$ cat src/rtl/kbd_rx_pkg.sv
package kbd_rx_pkg;
  localparam int unsigned CODE_W = 8;
  localparam int unsigned SHIFT_W = CODE_W + 1;
  localparam logic [CODE_W-1:0] RELEASE_PREFIX = 8'hF0;

  typedef enum logic [2:0] {
    ST_IDLE,
    ST_START,
    ST_BITS,
    ST_STOP,
    ST_RECOVER
  } rx_state_e;

  typedef struct packed {
    logic [CODE_W-1:0] data;
    logic              par_ok;
    logic              stop_ok;
  } frame_res_t;
endpackage

$ cat src/rtl/kbd_line_sync.sv
module kbd_line_sync #(
  parameter int unsigned STAGES = 2
) (
  input  logic clk,
  input  logic rst_n,
  input  logic d_i,
  output logic q_o
);
  logic [STAGES-1:0] sr;

  always_ff @(posedge clk or negedge rst_n) begin
    if (!rst_n) sr <= '1;
    else        sr <= {sr[STAGES-2:0], d_i};
  end

  assign q_o = sr[STAGES-1];
endmodule

$ cat src/rtl/kbd_frame_rx.sv
module kbd_frame_rx
  import kbd_rx_pkg::*;
#(
  parameter int unsigned DIV_W = 16
) (
  input  logic             clk,
  input  logic             rst_n,
  input  logic             line_i,
  input  logic [DIV_W-1:0] div_i,
  output logic             done_o,
  output frame_res_t       res_o
);
  localparam int unsigned IDX_W = $clog2(SHIFT_W + 1);
  localparam logic [IDX_W-1:0] LAST_IDX = IDX_W'(SHIFT_W - 1);

  rx_state_e          state;
  logic [DIV_W-1:0]   cnt;
  logic [DIV_W-1:0]   target;
  logic [IDX_W-1:0]   bit_idx;
  logic [SHIFT_W-1:0] shreg;
  logic               tick;

  always_comb begin
    target = (state == ST_START) ? (div_i >> 1) : div_i;
    tick   = (cnt == target - 1'b1);
  end

  always_ff @(posedge clk or negedge rst_n) begin
    if (!rst_n) begin
      state   <= ST_IDLE;
      cnt     <= '0;
      bit_idx <= '0;
      shreg   <= '0;
      done_o  <= 1'b0;
      res_o   <= '0;
    end else begin
      done_o <= 1'b0;
      unique case (state)
        ST_IDLE: begin
          cnt <= '0;
          if (!line_i) state <= ST_START;
        end
        ST_START: begin
          if (tick) begin
            cnt <= '0;
            bit_idx <= '0;
            state <= line_i ? ST_IDLE : ST_BITS;
          end else begin
            cnt <= cnt + 1'b1;
          end
        end
        ST_BITS: begin
          if (tick) begin
            cnt   <= '0;
            shreg <= {line_i, shreg[SHIFT_W-1:1]};
            if (bit_idx == LAST_IDX) state <= ST_STOP;
            else bit_idx <= bit_idx + 1'b1;
          end else begin
            cnt <= cnt + 1'b1;
          end
        end
        ST_STOP: begin
          if (tick) begin
            cnt           <= '0;
            done_o        <= 1'b1;
            res_o.data    <= shreg[CODE_W-1:0];
            res_o.par_ok  <= ^shreg;
            res_o.stop_ok <= line_i;
            state         <= ST_RECOVER;
          end else begin
            cnt <= cnt + 1'b1;
          end
        end
        ST_RECOVER: begin
          if (line_i) state <= ST_IDLE;
        end
        default: state <= ST_IDLE;
      endcase
    end
  end
endmodule

$ cat src/rtl/kbd_code_hold.sv
module kbd_code_hold
  import kbd_rx_pkg::*;
(
  input  logic              clk,
  input  logic              rst_n,
  input  logic              done_i,
  input  frame_res_t        res_i,
  input  logic              ready_i,
  output logic [CODE_W-1:0] data_o,
  output logic              release_o,
  output logic              irq_o,
  output logic              perr_o,
  output logic              ferr_o,
  output logic              ovr_o
);
  logic pend_rel;
  logic good;
  logic is_prefix;
  logic busy;

  always_comb begin
    good      = done_i && res_i.par_ok && res_i.stop_ok;
    is_prefix = (res_i.data == RELEASE_PREFIX) && !pend_rel;
    busy      = irq_o && !ready_i;
  end

  always_ff @(posedge clk or negedge rst_n) begin
    if (!rst_n) begin
      data_o    <= '0;
      release_o <= 1'b0;
      irq_o     <= 1'b0;
      perr_o    <= 1'b0;
      ferr_o    <= 1'b0;
      ovr_o     <= 1'b0;
      pend_rel  <= 1'b0;
    end else begin
      if (ready_i) begin
        irq_o  <= 1'b0;
        perr_o <= 1'b0;
        ferr_o <= 1'b0;
        ovr_o  <= 1'b0;
      end
      if (done_i && !res_i.par_ok) perr_o <= 1'b1;
      if (done_i && !res_i.stop_ok) ferr_o <= 1'b1;
      if (good) begin
        if (is_prefix) begin
          pend_rel <= 1'b1;
        end else if (busy) begin
          ovr_o    <= 1'b1;
          pend_rel <= 1'b0;
        end else begin
          data_o    <= res_i.data;
          release_o <= pend_rel;
          irq_o     <= 1'b1;
          pend_rel  <= 1'b0;
        end
      end
    end
  end
endmodule

$ cat src/rtl/kbd_code_rx.sv
module kbd_code_rx
  import kbd_rx_pkg::*;
#(
  parameter int unsigned DIV_W = 16,
  parameter int unsigned SYNC_STAGES = 2
) (
  input  logic              clk,
  input  logic              rst_n,
  input  logic [DIV_W-1:0]  clk_div,
  input  logic              ser_in,
  output logic [CODE_W-1:0] code_data,
  output logic              code_release,
  output logic              code_irq,
  input  logic              code_ready,
  output logic              err_parity,
  output logic              err_frame,
  output logic              err_overrun
);
  logic       line_s;
  logic       frm_done;
  frame_res_t frm_res;

  kbd_line_sync #(.STAGES(SYNC_STAGES)) u_sync (
    .clk(clk), .rst_n(rst_n), .d_i(ser_in), .q_o(line_s)
  );

  kbd_frame_rx #(.DIV_W(DIV_W)) u_frame (
    .clk(clk), .rst_n(rst_n), .line_i(line_s), .div_i(clk_div),
    .done_o(frm_done), .res_o(frm_res)
  );

  kbd_code_hold u_hold (
    .clk(clk), .rst_n(rst_n), .done_i(frm_done), .res_i(frm_res),
    .ready_i(code_ready), .data_o(code_data), .release_o(code_release),
    .irq_o(code_irq), .perr_o(err_parity), .ferr_o(err_frame),
    .ovr_o(err_overrun)
  );
endmodule

$ cat config.mk
export PLATFORM = sky130hd
export DESIGN_NAME = kbd_code_rx
export DESIGN_NICKNAME = d
export VERILOG_FILES = /design/src/rtl/kbd_rx_pkg.sv /design/src/rtl/kbd_line_sync.sv /design/src/rtl/kbd_frame_rx.sv /design/src/rtl/kbd_code_hold.sv /design/src/rtl/kbd_code_rx.sv
export SDC_FILE = /design/constraint.sdc
export NUM_CORES = 1
export LEC_CHECK = 0
export BUFFER_PORTS_ARGS = -buffer_cell sky130_fd_sc_hd__buf_2
export CORE_MARGIN = 4
export CORE_UTILIZATION = 58
export CTS_CLUSTER_SIZE = 40
export DETAILED_ROUTE_END_ITERATION = 10
export MAX_ROUTING_LAYER = met4
export PLACE_DENSITY_LB_ADDON = 0.12
export SYNTH_ARGS = -nofsm -noshare
export SYNTH_HDL_FRONTEND = slang
export SYNTH_SLANG_ARGS = --single-unit
$ cat constraint.sdc
create_clock -name clk -period 6.2 [get_ports clk]
set_input_delay 0.62 -clock clk [delete_from_list [all_inputs] [get_ports clk]]
set_output_delay 0.62 -clock clk [all_outputs]
set_load 0.005 [all_outputs]
==> impl_metrics.env, run 1 <==
export IMPL_tightest_slew_ps=915
export IMPL_vias=3134
export IMPL_overflow=0
export IMPL_crit_type="flop to flop"
export IMPL_layout_commonest_cell="dfrtp_1"
export IMPL_dpl_hpwl_mm=6.11
export IMPL_drcViolationCount=0
export IMPL_start_util_pct=59.7
export IMPL_mostFrequentLayoutCells="57 x dfrtp_1, 33 x nand2_1, 32 x buf_2"
export IMPL_dieArea_um2=7940
export IMPL_fin_tns_setup_ps=0
export IMPL_dominantRegCellSynth="dfrtp_1"
export IMPL_cp_data_arrival_time_ps=5540
export IMPL_dr_pass1_iters=5
export IMPL_totalWireLength_mm=8.44
export IMPL_die_x_um=89.1
export IMPL_finalCritPeriodShare_pct=85.7
export IMPL_p_leak_uw=0.00196
export IMPL_syn_area_um2=3810
export IMPL_post_cts_resized=0
export IMPL_grt_max_degree=60
export IMPL_clkTransAtPathRegs_ps=70
export IMPL_placed_area_um2=3980
export IMPL_drv_cap=0
export IMPL_synth_top_family_by_area="simple AND/OR/NAND/NOR gates"
export IMPL_cp_end_kind="flop"
export IMPL_synth_compound_area_share_pct=15.0
export IMPL_timing_final_max_slew_violations=0
export IMPL_holdPathStages=0
export IMPL_area_delta_synth_final_pct=9.94
export IMPL_hold_buffers=0
export IMPL_ys_top_cells_by_area="dfrtp_1 37%, mux2i_1 4.5%, xnor2_1 4.4%"
export IMPL_gp_congestion=0.952
export IMPL_final_hold_viol_count=0
export IMPL_reg2regPathDepth=12
export IMPL_grt_pass1_vias=2926
export IMPL_setup_viol=0
export IMPL_status="complete, no violations"
export IMPL_postSynthAreaPerCell_um2=9.59
export IMPL_period_minus_slack_ps=5310
export IMPL_antenna_found_initial=0
export IMPL_drive_gt1_share_pct=18.3
export IMPL_viasPerCell=6.22
export IMPL_grt_pass1_wl_mm=14.1
export IMPL_synth_area_leader_cell="dfrtp_1"
export IMPL_synth_edf_count=0
export IMPL_yosys_mux_area_fraction_pct=13.8
export IMPL_final_nets=446
export IMPL_nFillCells=522
export IMPL_peakVddDrop_mv=0.163
export IMPL_core_area_um2=6390
export IMPL_die_h_um=89.1
export IMPL_routedWlPerCell_um=16.7
export IMPL_ys_warn_count=0
export IMPL_ios=33
export IMPL_synth_seq_cells=59
export IMPL_synthArstFlopShare_pct=100
export IMPL_htree_num_levels=3
export IMPL_worstSetupStartpointType="flop"
export IMPL_hold_class="flop to flop"
export IMPL_cts_path_max_buffers=2
export IMPL_grt_setup_unrepaired="false"
export IMPL_fin_util_pct=65.7
export IMPL_first_iter_violations=185
export IMPL_synth_xor_area_share_pct=5.28
export IMPL_cts_made_buffers=9
export IMPL_grt_total_usage_pct=23.8
export IMPL_antenna_cells=0
export IMPL_slew_headroom_pct=38.9
export IMPL_cts_sinks=59
export IMPL_design_area_um2=4190
export IMPL_power_density_nw_per_um2=219
export IMPL_worstPathRequired_ps=6420
export IMPL_rows=29
export IMPL_post_cts_buffers=0
export IMPL_cp_max_fo=20
export IMPL_synth_adder_area_share_pct=1.31
export IMPL_yosysUniqueCellTypes=67
export IMPL_numPortBuffers=32
export IMPL_skew_ps=12.6
export IMPL_clk_latency_ps=340
export IMPL_cts_tree="done"
export IMPL_fmaxAchievable_mhz=188
export IMPL_synth_simple_gate_area_share_pct=20.6
export IMPL_synth_seq_area_share_pct=38.8
export IMPL_drtAntennaViolNets=0
export IMPL_syn_inst=398
export IMPL_syn_num_nets=422
export IMPL_yosysTopAreaCellShare_pct=37.4
export IMPL_clockRootBuffer="clkbuf_8"
[power by group]
part	internal [uW]	leakage, uW	switching [uW]	total (uW)
logic	44.2	0.00106	69.7	114
registers	402	0.000794	21.8	423
clock network	227	0.000106	154	381
[Yosys cell counts, types with 4 or more instances]
library cell  instances
nand4_1               5
inv_1                22
o21ai_1               6
mux2_4                8
clkbuf_1             10
a31o_1                4
mux2i_1              17
nor3_1               13
dfrtp_1              57
xor2_1                4
nand2_1              33
buf_2                 7
a21oi_1              23
ha_1                  4
nand2b_1             10
xnor2_1              19
o22ai_1               9
mux2_1               11
a211oi_1              4
mux2_2               10
nor2_1               27
or3_1                 5
and3_1                4
nand3_1              16
[metrics by stage]
step           power (uW)  instances  hold slack, ps  setup WS, ps
2_1_floorplan         498        398             324          2200
3_3_place_gp          539        488             347          1210
3_5_place_dp          542        488             349           985
4_1_cts               929        504             358           982
5_1_grt               967        504             360           480
6_report              918        504             356           887
[registers in the layout, summed over array words and instances (netlist names)]
signal,cells
u_frame.res_o,10
u_frame.state,3
u_frame.bit_idx,4
u_hold.ovr_o,1
u_hold.ferr_o,1
u_sync.sr,2
u_hold.irq_o,1
u_frame.done_o,1
u_hold.data_o,8
u_hold.perr_o,1
u_frame.cnt,16
u_hold.release_o,1
u_hold.pend_rel,1
u_frame.shreg,9
[worst paths after layout]
kind | startpoint | endpoint | slack (ps)
max | u_frame.state[0]$_DFFE_PN0P_ | u_frame.shreg[2]$_DFFE_PN0P_ | 890
min | u_sync.sr[0]$_DFF_PN1_ | u_sync.sr[1]$_DFF_PN1_ | 360
max reg2reg | u_frame.state[0]$_DFFE_PN0P_ | u_frame.shreg[2]$_DFFE_PN0P_ | 890
min reg2reg | u_sync.sr[0]$_DFF_PN1_ | u_sync.sr[1]$_DFF_PN1_ | 360
max in group asynchronous | rst_n | u_frame.cnt[7]$_DFFE_PN0P_ | 5300
min in group asynchronous | rst_n | u_hold.irq_o$_DFF_PN0_ | 410
[critical path, stage by stage (launching register included)]
cell and delay (ps):
dfrtp_1 590, nor3b_4 840, nor2_1 140, a21oi_1 170, ha_1 230, or4b_1 540, nor3_1 280, nand4_1 180
xnor2_1 190, a2111oi_0 430, and4_1 460, nor4b_4 780, mux2_1 390
[cell type report]
type	instances	area, um^2	share of cell area (%)
Timing Repair Buffer	35	183	4.36
Tap cell	77	96.3	2.30
Sequential cell	59	1480	35.3
Clock inverter	6	90.1	2.15
Multi-Input combinational cell	295	2140	50.9
Inverter	22	82.6	1.97
Clock buffer	10	128	3.04
[cell families (layout without fill, tap and decap cells)]
kind of cell | Yosys count | after routing
multiplexers | 46 | 46
adder cells (fa/ha/maj) | 4 | 4
flip-flops | 59 | 59
XOR/XNOR | 23 | 23
AO/OA/AOI/OAI | 81 | 81
AND/OR/NAND/NOR | 141 | 141
buffers and inverters | 44 | 73
[routing by layer]
layer	global-route usage [%]	vias up	part of all wire [%]
li1	-	1502	-
met1	34.4	1529	48
met2	33.3	94	44
met3	5.25	9	6.2
met4	7.31	0	1.2
met5	-	-	0
Power figures use the tool's default switching activity.
==> run 2, diff against run 1 <==
--- a/config.mk
+++ b/config.mk
@@ -6,6 +6,7 @@
 export NUM_CORES = 1
 export LEC_CHECK = 0
 export BUFFER_PORTS_ARGS = -buffer_cell sky130_fd_sc_hd__buf_2
+export CORE_ASPECT_RATIO = 1.25
 export CORE_MARGIN = 4
 export CORE_UTILIZATION = 58
 export CTS_CLUSTER_SIZE = 40
==> run 2 against run 1 <==
Total power shrank 6.3%. Global-route usage decreased by 1.0 points. Worst hold slack about the same. Sequential power about the same. Register-to-register slack better by 330 ps. First-iteration DRC count is 16% lower. Flip-flop and latch count did not move. Utilization is 0.65 points higher. Maximum frequency grew 6.6%. Largest cell class unchanged. Largest power group unchanged.
==> impl_metrics.env, run 2 (synthesized netlist as in run 1, its figures left out) <==
export IMPL_period_minus_slack_ps=4980
export IMPL_area_delta_synth_final_pct=9.28
export IMPL_worstPathRequired_ps=6410
export IMPL_timing_final_max_slew_violations=0
export IMPL_post_cts_resized=0
export IMPL_cts_path_max_buffers=2
export IMPL_drv_cap=0
export IMPL_grt_pass1_vias=2951
export IMPL_p_leak_uw=0.00194
export IMPL_numPortBuffers=32
export IMPL_grt_pass1_wl_mm=13.8
export IMPL_cp_max_fo=17
export IMPL_final_hold_viol_count=0
export IMPL_hold_buffers=0
export IMPL_die_x_um=80.5
export IMPL_vias=3053
export IMPL_gp_congestion=0.924
export IMPL_drive_gt1_share_pct=18.1
export IMPL_peakVddDrop_mv=0.214
export IMPL_finalCritPeriodShare_pct=80.4
export IMPL_clkTransAtPathRegs_ps=60
export IMPL_largest_reg_flops=16
export IMPL_cts_sinks=59
export IMPL_grt_max_degree=60
export IMPL_dp_cells=496
export IMPL_instances_no_fill=511
export IMPL_post_cts_buffers=0
export IMPL_htree_num_levels=3
export IMPL_dieArea_um2=7950
export IMPL_final_nets=446
export IMPL_rows=32
export IMPL_hold_class="flop to flop"
export IMPL_cts_tree="done"
export IMPL_clk_latency_ps=330
export IMPL_layout_commonest_cell="dfrtp_1"
export IMPL_cp_end_kind="flop"
export IMPL_mostFrequentLayoutCells="57 x dfrtp_1, 33 x nand2_1, 32 x buf_2"
export IMPL_antenna_found_initial=0
export IMPL_overflow=0
export IMPL_power_density_nw_per_um2=206
export IMPL_antenna_cells=0
export IMPL_regMostFlops="u_frame.cnt"
export IMPL_fmaxAchievable_mhz=201
export IMPL_dr_pass1_iters=4
export IMPL_first_iter_violations=156
export IMPL_core_area_um2=6290
export IMPL_viasPerCell=5.97
export IMPL_reg_top3="u_frame.cnt: 16 flops, u_frame.res_o: 10 flops, u_frame.shreg: 9 flops"
export IMPL_totalWireLength_mm=8.28
export IMPL_grt_total_usage_pct=22.7
export IMPL_clockRootBuffer="clkbuf_8"
export IMPL_cp_data_arrival_time_ps=5190
export IMPL_worstSetupStartpointType="flop"
export IMPL_drcViolationCount=0
export IMPL_ios=33
export IMPL_routedWlPerCell_um=16.2
export IMPL_tightest_slew_ps=860
export IMPL_die_h_um=98.7
export IMPL_dpl_hpwl_mm=6.05
export IMPL_skew_ps=8.55
export IMPL_crit_type="flop to flop"
export IMPL_status="complete, no violations"
export IMPL_slew_headroom_pct=42.4
export IMPL_fin_tns_setup_ps=0
export IMPL_grt_setup_unrepaired="false"
export IMPL_cts_made_buffers=9
export IMPL_start_util_pct=60.7
export IMPL_setup_viol=0
export IMPL_drtAntennaViolNets=0
==> run 2: per-stage QoR <==
step / util [%] / setup WS [ps] / instance area, um^2 / hold slack, ps / total power [uW]
after detailed placement: 63.4 / 1230 / 3990 / 352 / 540
after floorplan: - / 2200 / 3810 / 324 / 498
after global placement: 63.4 / 1370 / 3990 / 345 / 537
after global routing: 66.3 / 751 / 4170 / 365 / 901
after CTS: 66.3 / 1210 / 4170 / 357 / 869
final: 66.3 / 1220 / 4170 / 356 / 861
==> run 2: final cells by class <==
type	count	area, um^2
clock buffers	10	128
inverters	22	82.6
flip-flops and latches	59	1480
repair buffers	35	183
fillers	520	2120
well taps	85	106
multi-input cells	295	2140
clock inverters	5	55.1
==> run 2: final timing paths <==
path                                                   start                           end  slack [ps]  cells after the start
max in group asynchronous                              rst_n    u_frame.cnt[5]$_DFFE_PN0P_        5260                      2
worst max-delay path            u_frame.state[0]$_DFFE_PN0P_  u_frame.shreg[2]$_DFFE_PN0P_        1220                     12
min in group asynchronous                              rst_n  u_hold.data_o[6]$_DFFE_PN0P_         420                      2
worst min-delay path                  u_sync.sr[0]$_DFF_PN1_        u_sync.sr[1]$_DFF_PN1_         360                      0
worst min register to register        u_sync.sr[0]$_DFF_PN1_        u_sync.sr[1]$_DFF_PN1_         360                      0
worst max register to register  u_frame.state[0]$_DFFE_PN0P_  u_frame.shreg[2]$_DFFE_PN0P_        1220                     12
==> run 2: worst max-delay path, stage by stage (launching register included) <==
cell	delay [ps]
dfrtp_1	610
nor3b_4	690
nor2_1	130
a21oi_1	160
ha_1	220
or4b_1	520
nor3_1	290
nand4_1	160
xnor2_1	170
a2111oi_0	320
and4_1	440
nor4b_4	770
mux2_1	390
==> run 2: power breakdown <==
part           total, uW  switching [uW]  internal [uW]
registers            421            19.2            402
clock network        327             145            182
logic                113            68.9           44.2
total                861             233            628
==> run 2: per-layer routing <==
layer | track usage, % | vias to the layer above | part of all wire (%)
li1 | - | 1505 | -
met3 | 4.30 | 21 | 3.3
met2 | 38.5 | 55 | 51
met1 | 25.6 | 1472 | 42
met5 | - | - | 0
met4 | 10.8 | 0 | 3.6
==> run 3, diff against run 2 <==
--- a/config.mk
+++ b/config.mk
@@ -5,10 +5,11 @@
 export SDC_FILE = /design/constraint.sdc
 export NUM_CORES = 1
 export LEC_CHECK = 0
+export ABC_AREA = 1
 export BUFFER_PORTS_ARGS = -buffer_cell sky130_fd_sc_hd__buf_2
 export CORE_ASPECT_RATIO = 1.25
 export CORE_MARGIN = 4
-export CORE_UTILIZATION = 58
+export CORE_UTILIZATION = 55
 export CTS_CLUSTER_SIZE = 40
 export DETAILED_ROUTE_END_ITERATION = 10
 export MAX_ROUTING_LAYER = met4
==> constraint.sdc (replaced) <==
create_clock -name clk -period 4 [get_ports clk]
set_input_delay 0.4 -clock clk [delete_from_list [all_inputs] [get_ports clk]]
set_output_delay 0.4 -clock clk [all_outputs]
set_load 0.005 [all_outputs]
==> run 3 against run 2 <==
Worst hold slack worse by 300 ps. Utilization is 3.6 points lower. Sequential power is 59% higher. Non-clock buffer count is 2 lower. Critical endpoint is now u_frame.res_o[5]$_DFFE_PN0P_. Design area is 6.3% higher. Total power grew to 2.6 times the previous value. Area after synthesis is 5.5% higher. Count of clock-buffer cells in the layout is 1 lower. Synthesized cell count is 38% higher. Wire length is 17% higher. Clock skew is 4.2 ps higher.
==> impl_metrics.env, run 3 <==
export IMPL_yosysMostFrequentCell="nand2_1"
export IMPL_postSynthAreaPerCell_um2=7.31
export IMPL_crit_path_top_delay_cell="dfrtp_1"
export IMPL_synth_area_leader_cell="dfrtp_1"
export IMPL_holdWs_ps=57.4
export IMPL_drv_cap=0
export IMPL_start_util_pct=57.0
export IMPL_tightest_slew_ps=611
export IMPL_cp_max_fo=26
export IMPL_cp_data_arrival_time_ps=3560
export IMPL_peakVddDrop_mv=0.382
export IMPL_cts_sinks=59
export IMPL_synth_seq_cells=59
export IMPL_ios=33
export IMPL_reg2reg_slack_ps=720
export IMPL_syn_area_um2=4030
export IMPL_setup_viol=0
export IMPL_cts_made_buffers=9
export IMPL_largest_reg_flops=16
export IMPL_cts_path_max_buffers=2
export IMPL_fin_util_pct=62.8
export IMPL_die_x_um=84.5
export IMPL_path_delay_family="simple AND/OR/NAND/NOR gates"
export IMPL_layout_commonest_cell="nand2_1"
export IMPL_yosysTopAreaCellShare_pct=35.4
export IMPL_slew_headroom_pct=59.3
export IMPL_reg2reg_from="u_frame.state[1]$_DFFE_PN0P_"
export IMPL_slowest_delay_ps=440
export IMPL_mostFrequentLayoutCells="202 x nand2_1, 60 x inv_1, 57 x nand3_1, 57 x dfrtp_1, 33 x nor2_1"
export IMPL_syn_inst=551
export IMPL_setup_ws_ps=716
export IMPL_dominantRegCellSynth="dfrtp_1"
export IMPL_gp_congestion=0.986
export IMPL_place_ws_ps=771
export IMPL_crit_type="flop to flop"
export IMPL_drive_gt1_share_pct=18.6
export IMPL_nFillCells=648
export IMPL_antenna_found_initial=0
export IMPL_grt_pass1_wl_mm=16.4
export IMPL_hold_class="primary input to asynchronous set/reset pin"
export IMPL_fin_tns_setup_ps=0
export IMPL_p_leak_uw=0.00228
export IMPL_cts_tree="done"
export IMPL_period_minus_slack_ps=3280
export IMPL_dr_pass1_iters=7
export IMPL_die_h_um=104
export IMPL_yosysUniqueCellTypes=35
export IMPL_path_cells="inv_2 -> nand3_4 -> nand2_1 -> nand2_2 -> ha_1 -> xor2_1 -> and2_1 -> nand3_1 -> nor2_1 -> nand3b_1 -> nor2_1 -> nand3_1 -> inv_2 -> nand2_1 -> nand2_1"
export IMPL_dieArea_um2=8760
export IMPL_power_uw=2260
export IMPL_skew_ps=12.8
export IMPL_syn_num_nets=575
export IMPL_post_cts_resized=0
export IMPL_finalCritPeriodShare_pct=82.1
export IMPL_core_area_um2=7060
export IMPL_fmaxAchievable_mhz=304
export IMPL_reg_top3="u_frame.cnt: 16 flops, u_frame.res_o: 10 flops, u_frame.shreg: 9 flops"
export IMPL_clockRootBuffer="clkbuf_8"
export IMPL_reg2reg_to="u_frame.res_o[5]$_DFFE_PN0P_"
export IMPL_dpl_hpwl_mm=7.59
export IMPL_internal_power_uw=1230
export IMPL_totalWireLength_mm=9.66
export IMPL_post_cts_buffers=0
export IMPL_clkTransAtPathRegs_ps=80
export IMPL_synthArstFlopShare_pct=100
export IMPL_regMostFlops="u_frame.cnt"
export IMPL_cpMostUsedCell="nand2_1"
export IMPL_hold_buffers=0
export IMPL_area_delta_synth_final_pct=10.1
export IMPL_worstPathRequired_ps=4280
export IMPL_grt_pass1_vias=3632
export IMPL_grt_total_usage_pct=23.7
export IMPL_grt_max_degree=34
export IMPL_reg2regPathDepth=15
export IMPL_numPortBuffers=32
export IMPL_antenna_cells=0
export IMPL_final_nets=611
export IMPL_grt_setup_unrepaired="false"
export IMPL_rows=34
export IMPL_crit_buf_inv=2
export IMPL_vias=3587
export IMPL_worstSetupStartpointType="flop"
export IMPL_p_sw_share_pct=45.7
export IMPL_routedWlPerCell_um=14.2
export IMPL_overflow=0
export IMPL_clkPwrFrac_pct=23.2
export IMPL_clk_latency_ps=350
export IMPL_drcViolationCount=0
export IMPL_ys_warn_count=0
export IMPL_ys_top_cells_by_count="202 x nand2_1, 60 x inv_1, 57 x dfrtp_1, 57 x nand3_1, 33 x nor2_1"
export IMPL_combinationalPowerShare_pct=47.1
export IMPL_synth_seq_area_share_pct=36.7
export IMPL_synth_edf_count=0
export IMPL_htree_num_levels=3
export IMPL_status="complete, no violations"
export IMPL_drtAntennaViolNets=0
export IMPL_timing_final_max_slew_violations=0
export IMPL_power_density_nw_per_um2=510
export IMPL_viasPerCell=5.26
export IMPL_final_hold_viol_count=0
export IMPL_sequentialPowerShare_pct=29.7
export IMPL_ys_top_cells_by_area="dfrtp_1 35%, nand2_1 19%, nand3_1 7.1%"
export IMPL_power_switching_uw=1030
export IMPL_cp_end_kind="flop"
export IMPL_first_iter_violations=188
==> run 3: kinds of logic (layout without fill, tap and decap cells) <==
logic type / Yosys count / count (layout) / synth area share [%]
AND/OR/NAND/NOR: 349 / 349 / 40.2
flip-flops: 59 / 59 / 36.7
adder cells (fa/ha/maj): 4 / 4 / 1.24
AO/OA/AOI/OAI: 30 / 30 / 5.87
multiplexers: 6 / 6 / 1.68
buffers and inverters: 73 / 114 / 7.77
XOR/XNOR: 30 / 30 / 6.53
==> run 3: how the worst max path moves through the flow <==
stage,start,depth (start not counted),endpoint
finish,u_frame.state[1]$_DFFE_PN0P_,15,u_frame.res_o[5]$_DFFE_PN0P_
global placement,u_frame.state[2]$_DFFE_PN0P_,18,u_frame.res_o[0]$_DFFE_PN0P_
floorplan,u_frame.state[0]$_DFFE_PN0P_,15,u_frame.cnt[10]$_DFFE_PN0P_
detailed placement,u_frame.state[2]$_DFFE_PN0P_,15,u_frame.res_o[0]$_DFFE_PN0P_
global route,u_frame.state[1]$_DFFE_PN0P_,15,u_frame.res_o[6]$_DFFE_PN0P_
CTS,u_frame.state[2]$_DFFE_PN0P_,15,u_frame.res_o[0]$_DFFE_PN0P_
==> run 3: cell type report <==
class / count / area (um^2) / area share [%]
clock inverters: 7 / 68.8 / 1.55
repair buffers: 33 / 168 / 3.78
inverters: 65 / 246 / 5.56
well taps: 90 / 113 / 2.54
multi-input cells: 419 / 2230 / 50.4
flip-flops and latches: 59 / 1480 / 33.4
clock buffers: 9 / 124 / 2.80
==> run 3: through the flow <==
step | cells | cell area [um^2]
floorplan | 551 | 4030
global placement | 666 | 4240
detailed placement | 666 | 4240
CTS | 682 | 4430
global route | 682 | 4430
finish | 682 | 4430
==> run 3: power by group through the flow <==
stage | logic [uW] | registers, uW | clock network [uW]
floorplan | 878 | 669 | 0
global placement | 1040 | 679 | 0
detailed placement | 1050 | 681 | 0
CTS | 1060 | 670 | 539
global route | 1210 | 674 | 562
finish | 1060 | 671 | 525
==> run 3: routing by layer <==
| layer | up-vias | wire (um) | share of wire [%] | global-route usage, % |
|---|---|---|---|---|
| met3 | 42 | 392 | 4.1 | 3.73 |
| met1 | 1640 | 3820 | 39 | 25.7 |
| met4 | 0 | 697 | 7.2 | 17.2 |
| met5 | - | 0 | 0 | - |
| li1 | 1815 | - | - | - |
| met2 | 90 | 4760 | 49 | 38.9 |
